File: config.mk
export PLATFORM = sky130hd
export DESIGN_NAME = ivr_producer
export DESIGN_NICKNAME = d
export VERILOG_FILES = /design/src/rtl/ivr_pkg.sv /design/src/rtl/ivr_fifo.sv /design/src/rtl/ivr_regs.sv /design/src/rtl/ivr_writer.sv /design/src/rtl/ivr_producer.sv
export SDC_FILE = /design/constraint.sdc
export NUM_CORES = 1
export LEC_CHECK = 0
export CAP_MARGIN = 40
export CORE_ASPECT_RATIO = 1.2
export CORE_UTILIZATION = 44
export CTS_BUF_LIST = sky130_fd_sc_hd__clkbuf_4
export DETAILED_ROUTE_END_ITERATION = 6
export DONT_BUFFER_PORTS = 1
export PLACE_DENSITY_LB_ADDON = 0.05
export SETUP_SLACK_MARGIN = 0.2
export SLEW_MARGIN = 20
export SYNTH_ARGS = -nofsm -noshare
export SYNTH_HDL_FRONTEND = slang
export SYNTH_SLANG_ARGS = --single-unit
File: constraint.sdc
create_clock -name clk_i -period 6.1 [get_ports clk_i]
set_input_delay 1.22 -clock clk_i [delete_from_list [all_inputs] [get_ports clk_i]]
set_output_delay 1.22 -clock clk_i [all_outputs]
set_load 0.05 [all_outputs]
File: src/rtl/ivr_pkg.sv
package ivr_pkg;

  typedef struct packed {
    logic [15:0] pasid;
    logic [7:0]  vm;
    logic [7:0]  ring;
    logic [27:0] data;
    logic [7:0]  src;
  } ivr_evt_t;

  localparam int EVT_W = $bits(ivr_evt_t);

  typedef enum logic [1:0] {
    WR_IDLE,
    WR_VEC,
    WR_WB
  } wr_state_e;

  localparam logic [2:0] REG_CTRL  = 3'd0;
  localparam logic [2:0] REG_BASE  = 3'd1;
  localparam logic [2:0] REG_WB_LO = 3'd2;
  localparam logic [2:0] REG_WB_HI = 3'd3;
  localparam logic [2:0] REG_RPTR  = 3'd4;
  localparam logic [2:0] REG_WPTR  = 3'd5;
  localparam logic [2:0] REG_STAT  = 3'd6;

  localparam int VEC_BYTES = 16;

endpackage

File: src/rtl/ivr_fifo.sv
module ivr_fifo #(
  parameter int W     = 68,
  parameter int DEPTH = 4
) (
  input  logic         clk_i,
  input  logic         rst_ni,
  input  logic         push_i,
  input  logic [W-1:0] data_i,
  output logic         full_o,
  input  logic         pop_i,
  output logic [W-1:0] data_o,
  output logic         valid_o
);
  localparam int AW = $clog2(DEPTH);
  localparam logic [AW:0] CNT_MAX = (AW+1)'(DEPTH);

  logic [W-1:0]  mem_q [DEPTH];
  logic [AW-1:0] wr_q, rd_q;
  logic [AW:0]   cnt_q;
  logic          do_push, do_pop;

  function automatic logic [AW-1:0] step(input logic [AW-1:0] p);
    return (p == AW'(DEPTH - 1)) ? '0 : p + 1'b1;
  endfunction

  assign full_o  = (cnt_q == CNT_MAX);
  assign valid_o = (cnt_q != '0);
  assign data_o  = mem_q[rd_q];
  assign do_push = push_i && !full_o;
  assign do_pop  = pop_i && valid_o;

  always_ff @(posedge clk_i) begin
    if (do_push) mem_q[wr_q] <= data_i;
  end

  always_ff @(posedge clk_i or negedge rst_ni) begin
    if (!rst_ni) begin
      wr_q  <= '0;
      rd_q  <= '0;
      cnt_q <= '0;
    end else begin
      if (do_push) wr_q <= step(wr_q);
      if (do_pop)  rd_q <= step(rd_q);
      case ({do_push, do_pop})
        2'b10:   cnt_q <= cnt_q + 1'b1;
        2'b01:   cnt_q <= cnt_q - 1'b1;
        default: cnt_q <= cnt_q;
      endcase
    end
  end

  assert_cnt_bound_R8: assert property (@(posedge clk_i) disable iff (!rst_ni)
    cnt_q <= CNT_MAX);

endmodule

File: src/rtl/ivr_regs.sv
module ivr_regs
  import ivr_pkg::*;
#(
  parameter int MAX_LOG2 = 14,
  parameter int PTR_W    = MAX_LOG2 + 2
) (
  input  logic             clk_i,
  input  logic             rst_ni,
  input  logic             reg_we_i,
  input  logic [2:0]       reg_addr_i,
  input  logic [31:0]      reg_wdata_i,
  output logic [31:0]      reg_rdata_o,
  output logic             ring_en_o,
  output logic             det_en_o,
  output logic             wb_en_o,
  output logic [PTR_W-1:0] ptr_mask_o,
  output logic [31:0]      base_o,
  output logic [39:0]      wb_addr_o,
  output logic [PTR_W-1:0] rptr_m_o,
  output logic             ovf_clr_o,
  output logic             wptr_ld_o,
  output logic [PTR_W-1:0] wptr_ld_val_o,
  input  logic [PTR_W-1:0] wptr_i,
  input  logic             ovf_i,
  input  logic             busy_i,
  output logic             irq_o
);
  logic             ring_en_q, irq_en_q, det_en_q, wb_en_q, rearm_q;
  logic [4:0]       sz_q, sz_eff;
  logic [31:0]      base_q, wb_lo_q;
  logic [7:0]       wb_hi_q;
  logic [PTR_W-1:0] rptr_q;
  logic             rptr_wr_q;
  logic [5:0]       shamt;
  logic [PTR_W:0]   span;
  logic [PTR_W-1:0] wptr_m;
  logic [31:0]      wptr_word;
  logic             idle, pend, wr_ctrl, wr_rptr;

  assign wr_ctrl = reg_we_i && (reg_addr_i == REG_CTRL);
  assign wr_rptr = reg_we_i && (reg_addr_i == REG_RPTR);

  always_comb begin
    if (sz_q > 5'(MAX_LOG2))  sz_eff = 5'(MAX_LOG2);
    else if (sz_q < 5'd2)     sz_eff = 5'd2;
    else                      sz_eff = sz_q;
    shamt      = 6'(sz_eff) + 6'd2;
    span       = {{PTR_W{1'b0}}, 1'b1} << shamt;
    ptr_mask_o = PTR_W'(span - 1'b1) & ~PTR_W'(VEC_BYTES - 1);
  end

  always_ff @(posedge clk_i or negedge rst_ni) begin
    if (!rst_ni) begin
      ring_en_q <= 1'b0;
      irq_en_q  <= 1'b0;
      det_en_q  <= 1'b0;
      wb_en_q   <= 1'b0;
      rearm_q   <= 1'b0;
      sz_q      <= 5'd2;
      base_q    <= '0;
      wb_lo_q   <= '0;
      wb_hi_q   <= '0;
      rptr_q    <= '0;
      rptr_wr_q <= 1'b0;
    end else begin
      rptr_wr_q <= wr_rptr;
      if (reg_we_i) begin
        case (reg_addr_i)
          REG_CTRL: begin
            ring_en_q <= reg_wdata_i[0];
            irq_en_q  <= reg_wdata_i[1];
            det_en_q  <= reg_wdata_i[2];
            wb_en_q   <= reg_wdata_i[3];
            rearm_q   <= reg_wdata_i[4];
            sz_q      <= reg_wdata_i[12:8];
          end
          REG_BASE:  base_q  <= reg_wdata_i;
          REG_WB_LO: wb_lo_q <= reg_wdata_i;
          REG_WB_HI: wb_hi_q <= reg_wdata_i[7:0];
          REG_RPTR:  rptr_q  <= reg_wdata_i[PTR_W-1:0];
          default: ;
        endcase
      end
    end
  end

  assign ring_en_o     = ring_en_q;
  assign det_en_o      = det_en_q;
  assign wb_en_o       = wb_en_q;
  assign base_o        = base_q;
  assign wb_addr_o     = {wb_hi_q, wb_lo_q};
  assign rptr_m_o      = rptr_q & ptr_mask_o;
  assign ovf_clr_o     = wr_ctrl && reg_wdata_i[31];
  assign wptr_ld_o     = reg_we_i && (reg_addr_i == REG_WPTR);
  assign wptr_ld_val_o = reg_wdata_i[PTR_W-1:0] & ~PTR_W'(VEC_BYTES - 1);

  assign wptr_m    = wptr_i & ptr_mask_o;
  assign wptr_word = 32'(wptr_i) | 32'(ovf_i);
  assign idle      = (wptr_m == rptr_m_o) && !ovf_i;
  assign pend      = (wptr_m != rptr_m_o) || ovf_i;
  // re-arm: one low cycle after a host read-pointer update
  assign irq_o     = ring_en_q && irq_en_q && pend && !(rearm_q && rptr_wr_q);

  always_comb begin
    case (reg_addr_i)
      REG_CTRL:  reg_rdata_o = {19'b0, sz_q, 3'b0, rearm_q, wb_en_q, det_en_q, irq_en_q, ring_en_q};
      REG_BASE:  reg_rdata_o = base_q;
      REG_WB_LO: reg_rdata_o = wb_lo_q;
      REG_WB_HI: reg_rdata_o = {24'b0, wb_hi_q};
      REG_RPTR:  reg_rdata_o = 32'(rptr_q);
      REG_WPTR:  reg_rdata_o = wptr_word;
      REG_STAT:  reg_rdata_o = {30'b0, idle, busy_i};
      default:   reg_rdata_o = '0;
    endcase
  end

  assert_irq_gated_R9: assert property (@(posedge clk_i) disable iff (!rst_ni)
    irq_o |-> (ring_en_q && irq_en_q));

  assert_rearm_gap_R10: assert property (@(posedge clk_i) disable iff (!rst_ni)
    (rearm_q && $past(wr_rptr) && !$past(wr_ctrl)) |-> !irq_o);

endmodule

File: src/rtl/ivr_writer.sv
module ivr_writer
  import ivr_pkg::*;
#(
  parameter int PTR_W = 16
) (
  input  logic             clk_i,
  input  logic             rst_ni,
  input  logic             ring_en_i,
  input  logic             det_en_i,
  input  logic             wb_en_i,
  input  logic [PTR_W-1:0] ptr_mask_i,
  input  logic [31:0]      base_i,
  input  logic [39:0]      wb_addr_i,
  input  logic [PTR_W-1:0] rptr_m_i,
  input  logic             ovf_clr_i,
  input  logic             wptr_ld_i,
  input  logic [PTR_W-1:0] wptr_ld_val_i,
  input  ivr_evt_t         head_i,
  input  logic             head_valid_i,
  output logic             pop_o,
  output logic             mem_we_o,
  output logic [39:0]      mem_addr_o,
  output logic [31:0]      mem_wdata_o,
  output logic [PTR_W-1:0] wptr_o,
  output logic             ovf_o,
  output logic             active_o
);
  wr_state_e        state_q;
  logic [1:0]       idx_q;
  logic [PTR_W-1:0] wptr_q, wptr_m, wptr_nxt;
  logic             ovf_q, ovf_set;
  logic [39:0]      vec_addr;
  logic [31:0]      vec_word;

  assign wptr_m   = wptr_q & ptr_mask_i;
  assign wptr_nxt = (wptr_q + PTR_W'(VEC_BYTES)) & ptr_mask_i;
  assign pop_o    = (state_q == WR_VEC) && (idx_q == 2'd3);
  // the oldest surviving entry is overwritten once the pointer lands on the reader
  assign ovf_set  = pop_o && det_en_i && (wptr_nxt == rptr_m_i);
  assign vec_addr = {base_i, 8'h00} + 40'(wptr_m) + 40'({idx_q, 2'b00});

  always_comb begin
    case (idx_q)
      2'd0:    vec_word = {24'b0, head_i.src};
      2'd1:    vec_word = {4'b0, head_i.data};
      2'd2:    vec_word = {head_i.pasid, head_i.vm, head_i.ring};
      default: vec_word = '0;
    endcase
  end

  always_comb begin
    mem_we_o    = 1'b0;
    mem_addr_o  = vec_addr;
    mem_wdata_o = vec_word;
    case (state_q)
      WR_VEC: mem_we_o = 1'b1;
      WR_WB: begin
        mem_we_o    = 1'b1;
        mem_addr_o  = wb_addr_i;
        mem_wdata_o = 32'(wptr_q) | 32'(ovf_q);
      end
      default: ;
    endcase
  end

  always_ff @(posedge clk_i or negedge rst_ni) begin
    if (!rst_ni) begin
      state_q <= WR_IDLE;
      idx_q   <= '0;
    end else begin
      case (state_q)
        WR_IDLE: if (head_valid_i && ring_en_i) begin
          state_q <= WR_VEC;
          idx_q   <= '0;
        end
        WR_VEC: begin
          idx_q <= idx_q + 1'b1;
          if (idx_q == 2'd3) state_q <= wb_en_i ? WR_WB : WR_IDLE;
        end
        default: state_q <= WR_IDLE;
      endcase
    end
  end

  always_ff @(posedge clk_i or negedge rst_ni) begin
    if (!rst_ni) begin
      wptr_q <= '0;
      ovf_q  <= 1'b0;
    end else begin
      if (wptr_ld_i)  wptr_q <= wptr_ld_val_i;
      else if (pop_o) wptr_q <= wptr_nxt;
      if (ovf_set)                     ovf_q <= 1'b1;
      else if (ovf_clr_i || wptr_ld_i) ovf_q <= 1'b0;
    end
  end

  assign wptr_o   = wptr_q;
  assign ovf_o    = ovf_q;
  assign active_o = (state_q != WR_IDLE);

  assert_burst_addr_R3: assert property (@(posedge clk_i) disable iff (!rst_ni)
    (state_q == WR_VEC && idx_q != 2'd3 && !wptr_ld_i) |=>
      (mem_we_o && mem_addr_o == $past(mem_addr_o) + 40'd4));

  assert_wptr_step_R4: assert property (@(posedge clk_i) disable iff (!rst_ni)
    ($past(pop_o) && !$past(wptr_ld_i)) |->
      (wptr_q == (($past(wptr_q) + PTR_W'(VEC_BYTES)) & $past(ptr_mask_i))));

  assert_ovf_sticky_R5: assert property (@(posedge clk_i) disable iff (!rst_ni)
    ($past(ovf_q) && !$past(ovf_clr_i) && !$past(wptr_ld_i)) |-> ovf_q);

  assert_no_write_disabled_R8: assert property (@(posedge clk_i) disable iff (!rst_ni)
    (state_q == WR_IDLE && !ring_en_i) |=> !mem_we_o);

endmodule

File: src/rtl/ivr_producer.sv
module ivr_producer
  import ivr_pkg::*;
#(
  parameter int FIFO_DEPTH = 4,
  parameter int MAX_LOG2   = 14
) (
  input  logic        clk_i,
  input  logic        rst_ni,
  input  logic        evt_valid_i,
  output logic        evt_ready_o,
  input  logic [7:0]  evt_src_i,
  input  logic [27:0] evt_data_i,
  input  logic [7:0]  evt_ring_i,
  input  logic [7:0]  evt_vm_i,
  input  logic [15:0] evt_pasid_i,
  input  logic        reg_we_i,
  input  logic [2:0]  reg_addr_i,
  input  logic [31:0] reg_wdata_i,
  output logic [31:0] reg_rdata_o,
  output logic        mem_we_o,
  output logic [39:0] mem_addr_o,
  output logic [31:0] mem_wdata_o,
  output logic        irq_o
);
  localparam int PTR_W = MAX_LOG2 + 2;

  ivr_evt_t         evt_in, head;
  logic             fifo_full, head_valid, pop;
  logic             ring_en, det_en, wb_en, ovf_clr, wptr_ld, ovf, active;
  logic [PTR_W-1:0] ptr_mask, rptr_m, wptr_ld_val, wptr;
  logic [31:0]      base;
  logic [39:0]      wb_addr;

  assign evt_in = '{pasid: evt_pasid_i, vm: evt_vm_i, ring: evt_ring_i,
                    data: evt_data_i, src: evt_src_i};
  assign evt_ready_o = !fifo_full;

  ivr_fifo #(.W(EVT_W), .DEPTH(FIFO_DEPTH)) u_fifo (
    .clk_i   (clk_i),
    .rst_ni  (rst_ni),
    .push_i  (evt_valid_i),
    .data_i  (evt_in),
    .full_o  (fifo_full),
    .pop_i   (pop),
    .data_o  (head),
    .valid_o (head_valid)
  );

  ivr_regs #(.MAX_LOG2(MAX_LOG2), .PTR_W(PTR_W)) u_regs (
    .clk_i         (clk_i),
    .rst_ni        (rst_ni),
    .reg_we_i      (reg_we_i),
    .reg_addr_i    (reg_addr_i),
    .reg_wdata_i   (reg_wdata_i),
    .reg_rdata_o   (reg_rdata_o),
    .ring_en_o     (ring_en),
    .det_en_o      (det_en),
    .wb_en_o       (wb_en),
    .ptr_mask_o    (ptr_mask),
    .base_o        (base),
    .wb_addr_o     (wb_addr),
    .rptr_m_o      (rptr_m),
    .ovf_clr_o     (ovf_clr),
    .wptr_ld_o     (wptr_ld),
    .wptr_ld_val_o (wptr_ld_val),
    .wptr_i        (wptr),
    .ovf_i         (ovf),
    .busy_i        (head_valid || active),
    .irq_o         (irq_o)
  );

  ivr_writer #(.PTR_W(PTR_W)) u_writer (
    .clk_i         (clk_i),
    .rst_ni        (rst_ni),
    .ring_en_i     (ring_en),
    .det_en_i      (det_en),
    .wb_en_i       (wb_en),
    .ptr_mask_i    (ptr_mask),
    .base_i        (base),
    .wb_addr_i     (wb_addr),
    .rptr_m_i      (rptr_m),
    .ovf_clr_i     (ovf_clr),
    .wptr_ld_i     (wptr_ld),
    .wptr_ld_val_i (wptr_ld_val),
    .head_i        (head),
    .head_valid_i  (head_valid),
    .pop_o         (pop),
    .mem_we_o      (mem_we_o),
    .mem_addr_o    (mem_addr_o),
    .mem_wdata_o   (mem_wdata_o),
    .wptr_o        (wptr),
    .ovf_o         (ovf),
    .active_o      (active)
  );

endmodule

* After elaboration in Yosys (flattened, before gate mapping)
Memories as Yosys holds them, arrays and structs flattened.
Cells that the tools add are included.
** Cells by class
- Order comparisons :: 2
- Reductions and logical operators :: 38
- Bitwise operators :: 4
- Add/sub/neg operators :: 10
- Multiplexer cells :: 22
- Shifts and indexed selects :: 1
- Equal/unequal tests :: 21
** Operators by type and width (count)
- 32-bit case mux with 7 select lines :: 1
- 32-bit case mux with 3 select lines :: 1
- 16-bit bitwise AND :: 3
- 40-bit by 16-bit adder with 40-bit output :: 1
- 40-bit by 4-bit adder with 40-bit output :: 1
- 40-bit 2-to-1 mux :: 1
- 16-bit == test :: 2
- 16-bit 2-to-1 mux :: 2
- 32-bit 2-to-1 mux :: 1
- 16-bit by 5-bit adder with 16-bit output (second input constant) :: 1
- 16-bit inequality test :: 1
- 16-bit by 1-bit OR with 16-bit output :: 1
- 1-bit by 6-bit << shifter with 16-bit output (first input constant) :: 1
- 16-bit by 1-bit subtractor with 16-bit output (second input constant) :: 1
- 1-bit logical AND :: 15
- 2-bit AND reduction :: 7
- 2-bit == test (second input constant) :: 6
- 3-bit == test (second input constant) :: 4
- 2-bit 2-to-1 mux :: 6
- 5-bit 2-to-1 mux :: 2
- 2-bit nonzero test :: 5
- 2-bit case mux with 2 select lines :: 2
- 2-bit by 1-bit adder with 2-bit output (second input constant) :: 3
- 5-bit by 2-bit adder with 6-bit output (second input constant) :: 1
- 17 further kinds :: 29
** Storage, ports and cells
- Input bits :: 107
- Bits in registers :: 127
- Word-level logic and storage cells :: 117
- Memory bits (writable) :: 272
- Output and inout bits :: 107
- Memories kept :: 1
** Memory list
- u_fifo.mem_q :: words 4, width 68, read ports 1, clocked after memory_dff 0, wr ports 1, RTL line ivr_fifo.sv:17 : logic [W-1:0] mem_q [DEPTH];

* Logic depth before layout (Yosys ltp)
Gate-level depths: netlist of run 1.
- Depth in word-level cells :: 11
- Gate-level depth with buffers :: 20
- Depth with buffers taken out :: 16

* Hierarchy
Synthesis of run 1 repeated with hierarchy kept, for this count alone.
** Second synthesis, totals
- Cells, all modules :: 1435
- Area total of the unflattened synthesis :: 19656.4 um^2
** By module, submodules not included
- ivr_fifo :: area an instance 10346.2 um^2, cells an instance 396, seq. area each 8343.0 um^2, times used 1
- ivr_regs :: area an instance 5345.1 um^2, cells an instance 448, seq. area each 2478.6 um^2, times used 1
- ivr_writer :: area an instance 3955.0 um^2, cells an instance 589, seq. area each 525.5 um^2, times used 1
- ivr_producer :: area an instance 10.0 um^2, cells an instance 2, seq. area each 0.0 um^2, times used 1

* Worst setup path before layout of run 1
Ideal clock, no wire load.
- Kind :: reg2out
- Start point :: register u_regs.sz_q[2]
- End point :: output port mem_addr_o[28]
- Data arrival time :: 4.541 ns
- Cell stages (with the launch flop) :: 19
- Data required time :: 4.880 ns
- Slack :: 0.339 ns
- Path buffers :: 3
- Cell sequence :: dfrtp_1 > buf_2 > or2_2 > ha_1 > buf_2 > or2b_1 > o22ai_2 > a32oi_1 > and2_1 > ha_1 > fa_1 > a21o_1 > a21oi_1 > o21ai_0 > o211a_1 > clkbuf_1 > nand3_1 > xor2_1 > o21ai_0
** Between the ends
- Word-level cells in the longest chain between the ends :: 10
- Elaborated cells between the ends (all ways) :: 11
- Classes of those cells :: add/sub (4); order compare (2); shift (1); mux (3); bitwise (1)
** RTL lines
- start: declaration :: RTL line ivr_regs.sv:29 : logic [4:0] sz_q, sz_eff;
- start signal: assignment :: RTL line ivr_regs.sv:75 : sz_q <= reg_wdata_i[12:8];
- 5-bit by 2-bit less-than comparator with 1-bit output :: RTL line ivr_regs.sv:45 : else if (sz_q < 5'd2) sz_eff = 5'd2;
- 5-bit 2-to-1 mux :: RTL line ivr_regs.sv:45
- 5-bit 2-to-1 mux (*) :: RTL line ivr_regs.sv:44 : if (sz_q > 5'(MAX_LOG2)) sz_eff = 5'(MAX_LOG2);
- 5-bit by 2-bit adder with 6-bit output (*) :: RTL line ivr_regs.sv:47 : shamt = 6'(sz_eff) + 6'd2;
- 1-bit by 6-bit << shifter with 16-bit output (*) :: RTL line ivr_regs.sv:48 : span = {{PTR_W{1'b0}}, 1'b1} << shamt;
- 16-bit by 1-bit subtractor with 16-bit output (*) :: RTL line ivr_regs.sv:49 : ptr_mask_o = PTR_W'(span - 1'b1) & ~PTR_W'(VEC_BYTES - 1);
- 16-bit bitwise AND (*) :: RTL line ivr_writer.sv:35 : assign wptr_m = wptr_q & ptr_mask_i;
- 40-bit by 16-bit adder with 40-bit output (*) :: RTL line ivr_writer.sv:40 : assign vec_addr = {base_i, 8'h00} + 40'(wptr_m) + 40'({idx_q, 2'b00});
- 40-bit by 4-bit adder with 40-bit output (*) :: RTL line ivr_writer.sv:40
- 40-bit 2-to-1 mux (*) :: RTL line ivr_writer.sv:55 : case (state_q)
- end: declaration :: RTL line ivr_producer.sv:21 : output logic [39:0] mem_addr_o,
Mark *: on every way between the ends. The rest lies on a longest branch, timed or not.

* Worst setup path in the final report of run 1
- Start point :: register u_regs.sz_q[4]
- End point :: output port mem_addr_o[31]
The elaborated chain is that of the path after synthesis.

==> results.json, run 1 <==
{
  "end_kind": "output port",
  "dieArea_um2": 42500,
  "gp_congestion": 0.853,
  "synthCells": 1268,
  "worstMarginPinSlew_ns": 0.828,
  "area_growth_syn_to_layout_pct": 14.1,
  "cts_buffer_depth": 3,
  "reg2reg_from": "u_regs.sz_q[4]",
  "min_period_ns": 5.77,
  "routed_wl_mm": 48.9,
  "synth.net_count": 1400,
  "ys_seq_elements": 395,
  "hold_viol": 0,
  "worst_r2r_path_depth": 9,
  "power_leakage_nw": 7.63,
  "viasPerCell": 5.73,
  "grt_pass1_vias": 12029,
  "drc": 0,
  "whs_ns": 0.0959,
  "tns_ns": 0,
  "cts.clk_slew.worst_paths_ns": 0.08,
  "seq_area_frac_synth_pct": 61.4,
  "die_x_um": 188,
  "setup_ws_ns": 0.330,
  "power.internal_mw": 6.28,
  "final.period_utilization_pct": 94.6,
  "p_clk_share_pct": 20.3,
  "syn_avg_cell_area_um2": 14.5,
  "place_area_um2": 19400,
  "finClkSkew_ns": 0.0221,
  "r2r_slack_ns": 3.37,
  "drv_slew": 0,
  "layout-drive-gt1-share_pct": 32.9,
  "grt_max_degree": 124,
  "power.density_nw_per_um2": 523,
  "yosys.cell_types.count": 84,
  "rows": 81,
  "grt_overflow": 0,
  "ys_top_cells_by_count": "edfxtp_1 (272), dfrtp_1 (122), nand2_1 (121)",
  "critical_path_required_ns": 4.88,
  "cts_made_buffers": 100,
  "finalSetupViolCount": 0,
  "die_h_um": 226,
  "finalNetCount": 1513,
  "start_util_pct": 44.8,
  "finalNonFillerCells": 2003,
  "drt_iter0_drc": 644,
  "yosysMostFrequentCell": "edfxtp_1",
  "vias": 11477,
  "p_comb_share_pct": 43.8,
  "grt_pass1_wl_mm": 73.1,
  "synth_edf_count": 272,
  "hp-class": "in -> async",
  "cts_hold_buf": 0,
  "arrival_ns": 4.55,
  "synth_area_leaders": "edfxtp_1 (45%), dfrtp_1 (17%), mux4_2 (9.1%)",
  "worstSetupStartpointType": "register",
  "ir_drop_mv": 0.548,
  "path_max_fanout": 11,
  "r2r_end": "u_writer.ovf_o",
  "drtPass1Iterations": 5,
  "cp-startpoint": "u_regs.sz_q[4]",
  "grt_use_total_pct": 23.3,
  "status": "finished clean",
  "dp_hpwl_mm": 32.0,
  "drv_cap": 0,
  "ctsRootBufferMaster": "clkbuf_4",
  "core_um2": 40900,
  "final_area_um2": 20900,
  "io_pins": 214,
  "htree_levels": 3,
  "clkSinkCount": 395,
  "cp-endpoint": "mem_addr_o[31]",
  "antenna_found_initial": 2,
  "slew_headroom_pct": 44.6,
  "wire_per_inst_um": 24.4,
  "power_switching_mw": 4.65,
  "cts_tree": "yes",
  "async_flop_share_pct": 31.1,
  "yosysTopAreaCell": "edfxtp_1",
  "power_frac_seq_pct": 35.9,
  "total_power_mw": 10.9,
  "ant_nets": 0,
  "synth_area_um2": 18300,
  "synth_top_flop_cell": "edfxtp_1",
  "fin_util_pct": 51.1,
  "insertion_delay_ns": 0.82,
  "yosys_warnings": 0,
  "synth_top_cell_area_share_pct": 44.6,
  "port_buffers": 0,
  "fmax_mhz": 173,
  "dp.cells": 1804,
  "p_sw_share_pct": 42.5,
  "crit_type": "reg -> out",
  "place_ws_ns": 0.550,
  "rsz0062_at_grt": "false"
}
## per-layer routing
layer | vias to the layer above | wire length (um) | GRT usage (%)
met1 | 5772 | 18700 | 27.3
met2 | 439 | 24900 | 40.0
li1 | 5155 | - | -
met3 | 111 | 3690 | 6.51
met4 | 0 | 1620 | 10.3
met5 | - | 0 | 0
## worst min-delay path by stage
stage / from / depth (start not counted) / to
after floorplan: u_fifo.cnt_q[2] / 1 / u_fifo.cnt_q[2]
after CTS: rst_ni / 0 / u_writer.state_q[0]
after detailed placement: u_fifo.cnt_q[0] / 1 / u_fifo.cnt_q[0]
after global placement: u_fifo.cnt_q[0] / 1 / u_fifo.cnt_q[0]
final: rst_ni / 0 / u_regs.rptr_q[8]
after global routing: rst_ni / 0 / u_regs.rptr_q[8]
## cells in the final DEF, fill, tap and decap left out, drive strengths merged, types with 36 or more instances in the layout
| cell | netlist | final |
|---|---|---|
| nand2 | 122 | 122 |
| clkbuf | 49 | 146 |
| nor2 | 39 | 39 |
| o21ai | 73 | 73 |
| xor2 | 36 | 36 |
| buf | 32 | 90 |
| edfxtp | 272 | 272 |
| dfrtp | 122 | 122 |
| mux2 | 109 | 109 |
| mux4 | 74 | 74 |
## sequential cells by signal (all words and copies together) (netlist names)
signal,cells
u_writer.ovf_o,1
u_regs.wb_hi_q,8
u_writer.wptr_o,12
u_writer.state_q,2
u_fifo.rd_q,2
u_fifo.wr_q,2
u_regs.rptr_wr_q,1
u_fifo.mem_q,272
u_regs.det_en_o,1
u_regs.rearm_q,1
u_writer.idx_q,2
u_regs.base_o,32
u_regs.rptr_q,16
u_regs.wb_lo_q,32
u_regs.irq_en_q,1
u_regs.ring_en_o,1
u_regs.sz_q,5
u_regs.wb_en_o,1
u_fifo.cnt_q,3
## worst max-delay path, stage by stage (launching register included)
cell      delay, ns
dfrtp_2        0.44
or2_2          0.35
ha_4           0.21
and3b_2        0.22
o211ai_1       0.33
or2_2          0.20
nand2_2        0.08
nor2_2         0.17
and2_1         0.16
ha_1           0.26
o21a_1         0.18
o21a_2         0.23
a31o_4         0.29
nand4_1        0.11
xor2_1         0.08
o21ai_1        0.22
buf_6          0.19
## logic make-up (layout without fill, tap and decap cells)
group	after synthesis	in the layout	synth area share (%)
and+or+nand+nor	286	286	7.72
xor gates and xnor gates	54	54	2.58
other	0	1	0
muxes	188	188	16.1
DFF	395	395	61.4
adders and majority gates	25	25	1.79
AOI/OAI and AO/OA	211	213	7.94
buffers and inverters	109	302	2.53
## power by group through the flow
stage | Combinational [mW] | Clock [mW] | Sequential (mW)
final | 4.79 | 2.21 | 3.93
after CTS | 4.72 | 2.30 | 3.93
after floorplan | 3.59 | 0 | 3.72
after global routing | 5.08 | 2.43 | 3.99
after detailed placement | 4.61 | 0 | 4.00
after global placement | 4.39 | 0 | 4.02
## cell type report
type                    count  area (um2)
diodes                      1        2.50
clock buffers             146        1100
clock inverters            38         178
fillers                  3597       20000
inverters                  28         105
multi-input cells         766        6820
flip-flops and latches    395       11300
well taps                 539         674
repair buffers             90         778
## repair_timing
action / CTS / global route
gates resized for setup: 14 / 19
buffers inserted: 8 / 3
gates cloned: 1 / 1
endpoints found under the setup margin: 26 / 25
pin swaps: 3 / 12
No activity file was read; power rests on OpenSTA's default activity.
==> run 2, diff against run 1 <==
Settings changed: CORE_MARGIN from default to 3.
==> run 2 against run 1 <==
  * Combinational power is essentially flat
  * Setup slack improved by 0.088 ns
  * Highest routed layer unchanged
  * Count of clock-buffer cells in the layout is the same
  * First-iteration DRC count increased by 9.6%
==> results.json, run 2 (synthesized netlist as in run 1, its figures left out) <==
{
  "worstSetupStartpointType": "register",
  "grt_pass1_vias": 12069,
  "rsz0062_at_grt": "false",
  "cts_buffer_depth": 3,
  "final.period_utilization_pct": 93.2,
  "wire_per_inst_um": 24.6,
  "grt_use_total_pct": 22.5,
  "dieArea_um2": 44100,
  "cp_cell_sequence": "or2_2 > ha_4 > or2b_1 > o22ai_2 > a32oi_2 > and2_1 > ha_1 > fa_1 > a21o_1 > a21oi_4 > o21ai_4 > o211a_4 > nand4_1 > xor2_1 > o21ai_1 > buf_6",
  "power.density_nw_per_um2": 524,
  "port_buffers": 0,
  "power_leakage_nw": 7.62,
  "ant_nets": 0,
  "vias": 11372,
  "hp-class": "in -> async",
  "grt_pass1_wl_mm": 74.1,
  "area_growth_syn_to_layout_pct": 14.0,
  "largest-register": "u_fifo.mem_q",
  "finalNetCount": 1507,
  "path_max_fanout": 11,
  "fin_util_pct": 51.0,
  "clkSinkCount": 395,
  "ir_drop_mv": 0.598,
  "finalSetupViolCount": 0,
  "dp_hpwl_mm": 31.9,
  "drt_iter0_drc": 706,
  "crit_type": "reg -> out",
  "slew_headroom_pct": 45.4,
  "final_cell_mix": "edfxtp_1 (272), clkbuf_4 (146), nand2_1 (119), dfrtp_1 (117), mux2_2 (108)",
  "min_period_ns": 5.68,
  "end_kind": "output port",
  "die_x_um": 192,
  "final_area_um2": 20900,
  "drtPass1Iterations": 5,
  "start_util_pct": 44.8,
  "io_pins": 214,
  "fmax_mhz": 176,
  "layout-drive-gt1-share_pct": 33.1,
  "grt_max_degree": 124,
  "ctsRootBufferMaster": "clkbuf_4",
  "die_h_um": 230,
  "insertion_delay_ns": 0.82,
  "setup_ws_ns": 0.418,
  "dp.cells": 1800,
  "cts_tree": "yes",
  "core_um2": 40900,
  "largest_register_ffs": 272,
  "drv_slew": 0,
  "routed_wl_mm": 48.9,
  "htree_levels": 3,
  "critical_path_required_ns": 4.88,
  "finClkSkew_ns": 0.0392,
  "mostFrequentLayoutCell": "edfxtp_1",
  "drc": 0,
  "place_area_um2": 19300,
  "viasPerCell": 5.71,
  "place_ws_ns": 0.584,
  "status": "finished clean",
  "finalNonFillerCells": 1990,
  "antenna_found_initial": 1,
  "cts.clk_slew.worst_paths_ns": 0.06,
  "rows": 81,
  "crit_path_max_incr_delay_ns": 0.42,
  "cts_made_buffers": 101,
  "worst_path_max_delay_cell": "dfrtp_2",
  "worstMarginPinSlew_ns": 0.816,
  "gp_congestion": 0.882,
  "drv_cap": 0,
  "hold_viol": 0,
  "arrival_ns": 4.46,
  "tns_ns": 0,
  "grt_overflow": 0
}
## run 2: changes by cell type in the layout (fill, tap and decap cells not counted), moves of 2 or more
| cell | before | now |
|---|---|---|
| buf_4 | 79 | 69 |
| buf_6 | 4 | 8 |
| buf_8 | 3 | 1 |
| clkinv_1 | 33 | 23 |
| inv_6 | 0 | 3 |
| nor2_2 | 2 | 4 |
## run 2: path summary, 6_finish.rpt
check,cells past startpoint,to,start,slack [ns]
min in group clk_i,0,u_fifo.mem_q[2][50],evt_vm_i[6],0.49
max in group asynchronous,1,u_fifo.wr_q[0],rst_ni,4.99
min reg2reg,1,u_fifo.cnt_q[2],u_fifo.cnt_q[2],0.50
max reg2reg,10,u_fifo.cnt_q[2],u_fifo.cnt_q[0],3.35
max,16,mem_addr_o[38],u_regs.sz_q[4],0.42
min,0,u_regs.base_o[10],rst_ni,0.13
## run 2: final cells by class
cell class / instances / area [um2]
clock inverters: 32 / 194
inverters: 28 / 105
clock buffers: 146 / 1100
well taps: 539 / 674
fillers: 3625 / 20100
multi-input cells: 766 / 6830
repair buffers: 83 / 728
diodes: 1 / 2.50
flip-flops and latches: 395 / 11300
## run 2: power breakdown
group | switching [mW] | leakage [nW] | internal, mW | total, mW
combinational | 3.11 | 2.90 | 1.65 | 4.76
clock | 1.07 | 0.762 | 1.18 | 2.25
sequential | 0.444 | 3.95 | 3.48 | 3.92
## run 2: repair_timing
action,in CTS,in global routing
resized for setup,14,23
pin swaps,2,7
gates cloned,1,1
endpoints found under the hold margin,1,0
setup endpoints to repair,26,24
buffers inserted,6,1
hold buffers,1,0
## run 2: critical path, delay by kind of cell, from the launching register on
kind | cells | cell delay, ns
AO/OA/AOI/OAI | 7 | 1.25
XOR/XNOR | 1 | 0.08
adder cells (fa/ha/maj) | 3 | 0.82
buffers and inverters | 1 | 0.19
flip-flops | 1 | 0.42
AND/OR/NAND/NOR | 4 | 0.90
## run 2: per-layer routing
| layer | vias up | wire, um | track usage (%) |
|---|---|---|---|
| li1 | 5140 | - | - |
| met1 | 5747 | 18600 | 26.4 |
| met2 | 380 | 24800 | 38.0 |
| met3 | 105 | 3760 | 7.27 |
| met4 | 0 | 1690 | 9.16 |
| met5 | - | 0 | 0 |
## run 2: stage by stage
step,hold slack [ns],total power [mW]
finish,0.127,10.9
global route,0.0252,11.6
CTS,0.00554,11.0
detailed placement,0.486,8.59
global placement,0.485,8.41
floorplan,0.456,7.31
==> run 3, diff against run 2 <==
Settings changed: SLEW_MARGIN 20 to default.
==> run 3 against run 2 <==
  * First-iteration DRC count is 6.4% lower
  * Combinational power fell by 3%
  * Sequential share of layout area grew 0.23 points
  * Non-clock buffer count shrank 2
  * Wire length is 0.74% lower
  * Global-route usage is 0.26 points lower
  * Sequential cell count stayed put
  * Critical path depth unchanged
  * Count of clock-buffer cells in the layout grew 3
  * Clock power decreased by 2%
  * Largest power group unchanged
==> results.json, run 3 (synthesized netlist as in run 1, its figures left out) <==
{
  "vias": 11289,
  "dieArea_um2": 44100,
  "fmax_mhz": 176,
  "final_cell_mix": "edfxtp_1 (272), clkbuf_4 (149), nand2_1 (119), dfrtp_1 (117), mux2_2 (108)",
  "grt_use_total_pct": 22.2,
  "core_um2": 40900,
  "dp_hpwl_mm": 31.8,
  "end_kind": "output port",
  "routed_wl_mm": 48.5,
  "wire_per_inst_um": 24.4,
  "viasPerCell": 5.68,
  "wl_met2_mm": 24.8,
  "largest-register": "u_fifo.mem_q",
  "cts_hold_buf": 0,
  "grt_max_degree": 124,
  "drc": 0,
  "cts_tree": "yes",
  "ant_nets": 0,
  "die_x_um": 192,
  "start_util_pct": 44.8,
  "place_ws_ns": 0.589,
  "worstSetupStartpointType": "register",
  "fill_cells": 3601,
  "antenna_found_initial": 1,
  "io_pins": 214,
  "hold_viol": 0,
  "finalNetCount": 1505,
  "mostFrequentLayoutCell": "edfxtp_1",
  "drv_slew": 0,
  "cts_made_buffers": 101,
  "largest_register_ffs": 272,
  "hp-class": "in -> async",
  "ir_drop_mv": 0.531,
  "slew_headroom_pct": 42.9,
  "rows": 81,
  "min_period_ns": 5.68,
  "insertion_delay_ns": 0.82,
  "setup_ws_ns": 0.416,
  "path_max_fanout": 6,
  "cts.clk_slew.worst_paths_ns": 0.07,
  "drv_cap": 0,
  "worstMarginPinSlew_ns": 0.853,
  "tns_ns": 0,
  "ctsRootBufferMaster": "clkbuf_4",
  "grt_pass1_vias": 11985,
  "wl_met3_mm": 3.88,
  "critical_path_required_ns": 4.88,
  "drtPass1Iterations": 5,
  "grt_pass1_wl_mm": 73.2,
  "wl_met1_mm": 18.5,
  "power.density_nw_per_um2": 521,
  "cts_buffer_depth": 3,
  "worst_r2r_path_depth": 10,
  "grt_overflow": 0,
  "power_leakage_nw": 7.59,
  "finClkSkew_ns": 0.0480,
  "gp_congestion": 0.882,
  "clkSinkCount": 395,
  "final.period_utilization_pct": 93.2,
  "arrival_ns": 4.46,
  "crit_type": "reg -> out",
  "finalSetupViolCount": 0,
  "routed.top_layer": "met4",
  "status": "finished clean",
  "drt_iter0_drc": 661,
  "port_buffers": 0,
  "layout-drive-gt1-share_pct": 33.1,
  "die_h_um": 230,
  "rsz0062_at_grt": "true",
  "htree_levels": 3,
  "area_growth_syn_to_layout_pct": 13.5
}
run 3: metrics by stage:
stage	hold slack (ns)	power, mW	cell area, um2	std cells	util (%)
finish	0.0987	10.8	20800	1988	50.8
CTS	0.0173	11.0	20700	1984	50.6
detailed placement	0.486	8.59	19300	1799	47.2
floorplan	0.456	7.31	18300	1268	-
global placement	0.485	8.41	19100	1770	46.5
global route	0.0359	11.5	20800	1988	50.8
run 3: cell type report:
class                           instances  area (um2)  share of cell area (%)
Sequential cell                       395       11300                    54.1
Multi-Input combinational cell        766        6810                    32.8
Antenna cell                            2        5.00                  0.0241
Inverter                               28         105                   0.505
Clock inverter                         28         149                   0.716
Tap cell                              539         674                    3.24
Timing Repair Buffer                   81         676                    3.25
Clock buffer                          149        1120                    5.38
run 3: path summary, 6_finish.rpt:
kind                                       to             from  slack (ns)
max                            mem_addr_o[17]   u_regs.sz_q[4]        0.42
min                        u_writer.wptr_o[6]           rst_ni         0.1
max reg2reg                   u_fifo.cnt_q[2]  u_fifo.cnt_q[0]        3.36
min reg2reg                   u_fifo.cnt_q[2]  u_fifo.cnt_q[2]        0.49
max in group asynchronous      u_fifo.rd_q[0]           rst_ni        5.68
min in group clk_i            u_fifo.cnt_q[2]  u_fifo.cnt_q[2]        0.49
run 3: layer usage:
layer | up-vias | GRT usage (%)
met5 | - | 0
met4 | 0 | 8.70
met3 | 78 | 7.41
met2 | 361 | 37.8
met1 | 5701 | 25.9
li1 | 5149 | -
run 3: critical path: stages, from the launching register on:
cell and delay (ns):
dfrtp_2 0.44, or2_2 0.34, ha_4 0.33, inv_1 0.08, o21ai_0 0.23, nand3_1 0.21, nor2_4 0.21, nor2_2 0.08
and2_1 0.16, ha_1 0.31, o21a_1 0.18, o21a_1 0.22, a31o_2 0.31, nand2_1 0.10, xor2_1 0.17, o21ai_1 0.08
buf_4 0.22
run 3: where the power goes:
| part | switching [mW] | internal [mW] |
|---|---|---|
| Clock | 1.05 | 1.16 |
| Combinational | 3.02 | 1.63 |
| Sequential | 0.509 | 3.48 |
run 3: repair_timing:
action	CTS	global route
cloned	2	0
resized for setup	20	12
pin swaps	6	4
setup endpoints to repair	26	25
setup buffers	6	2
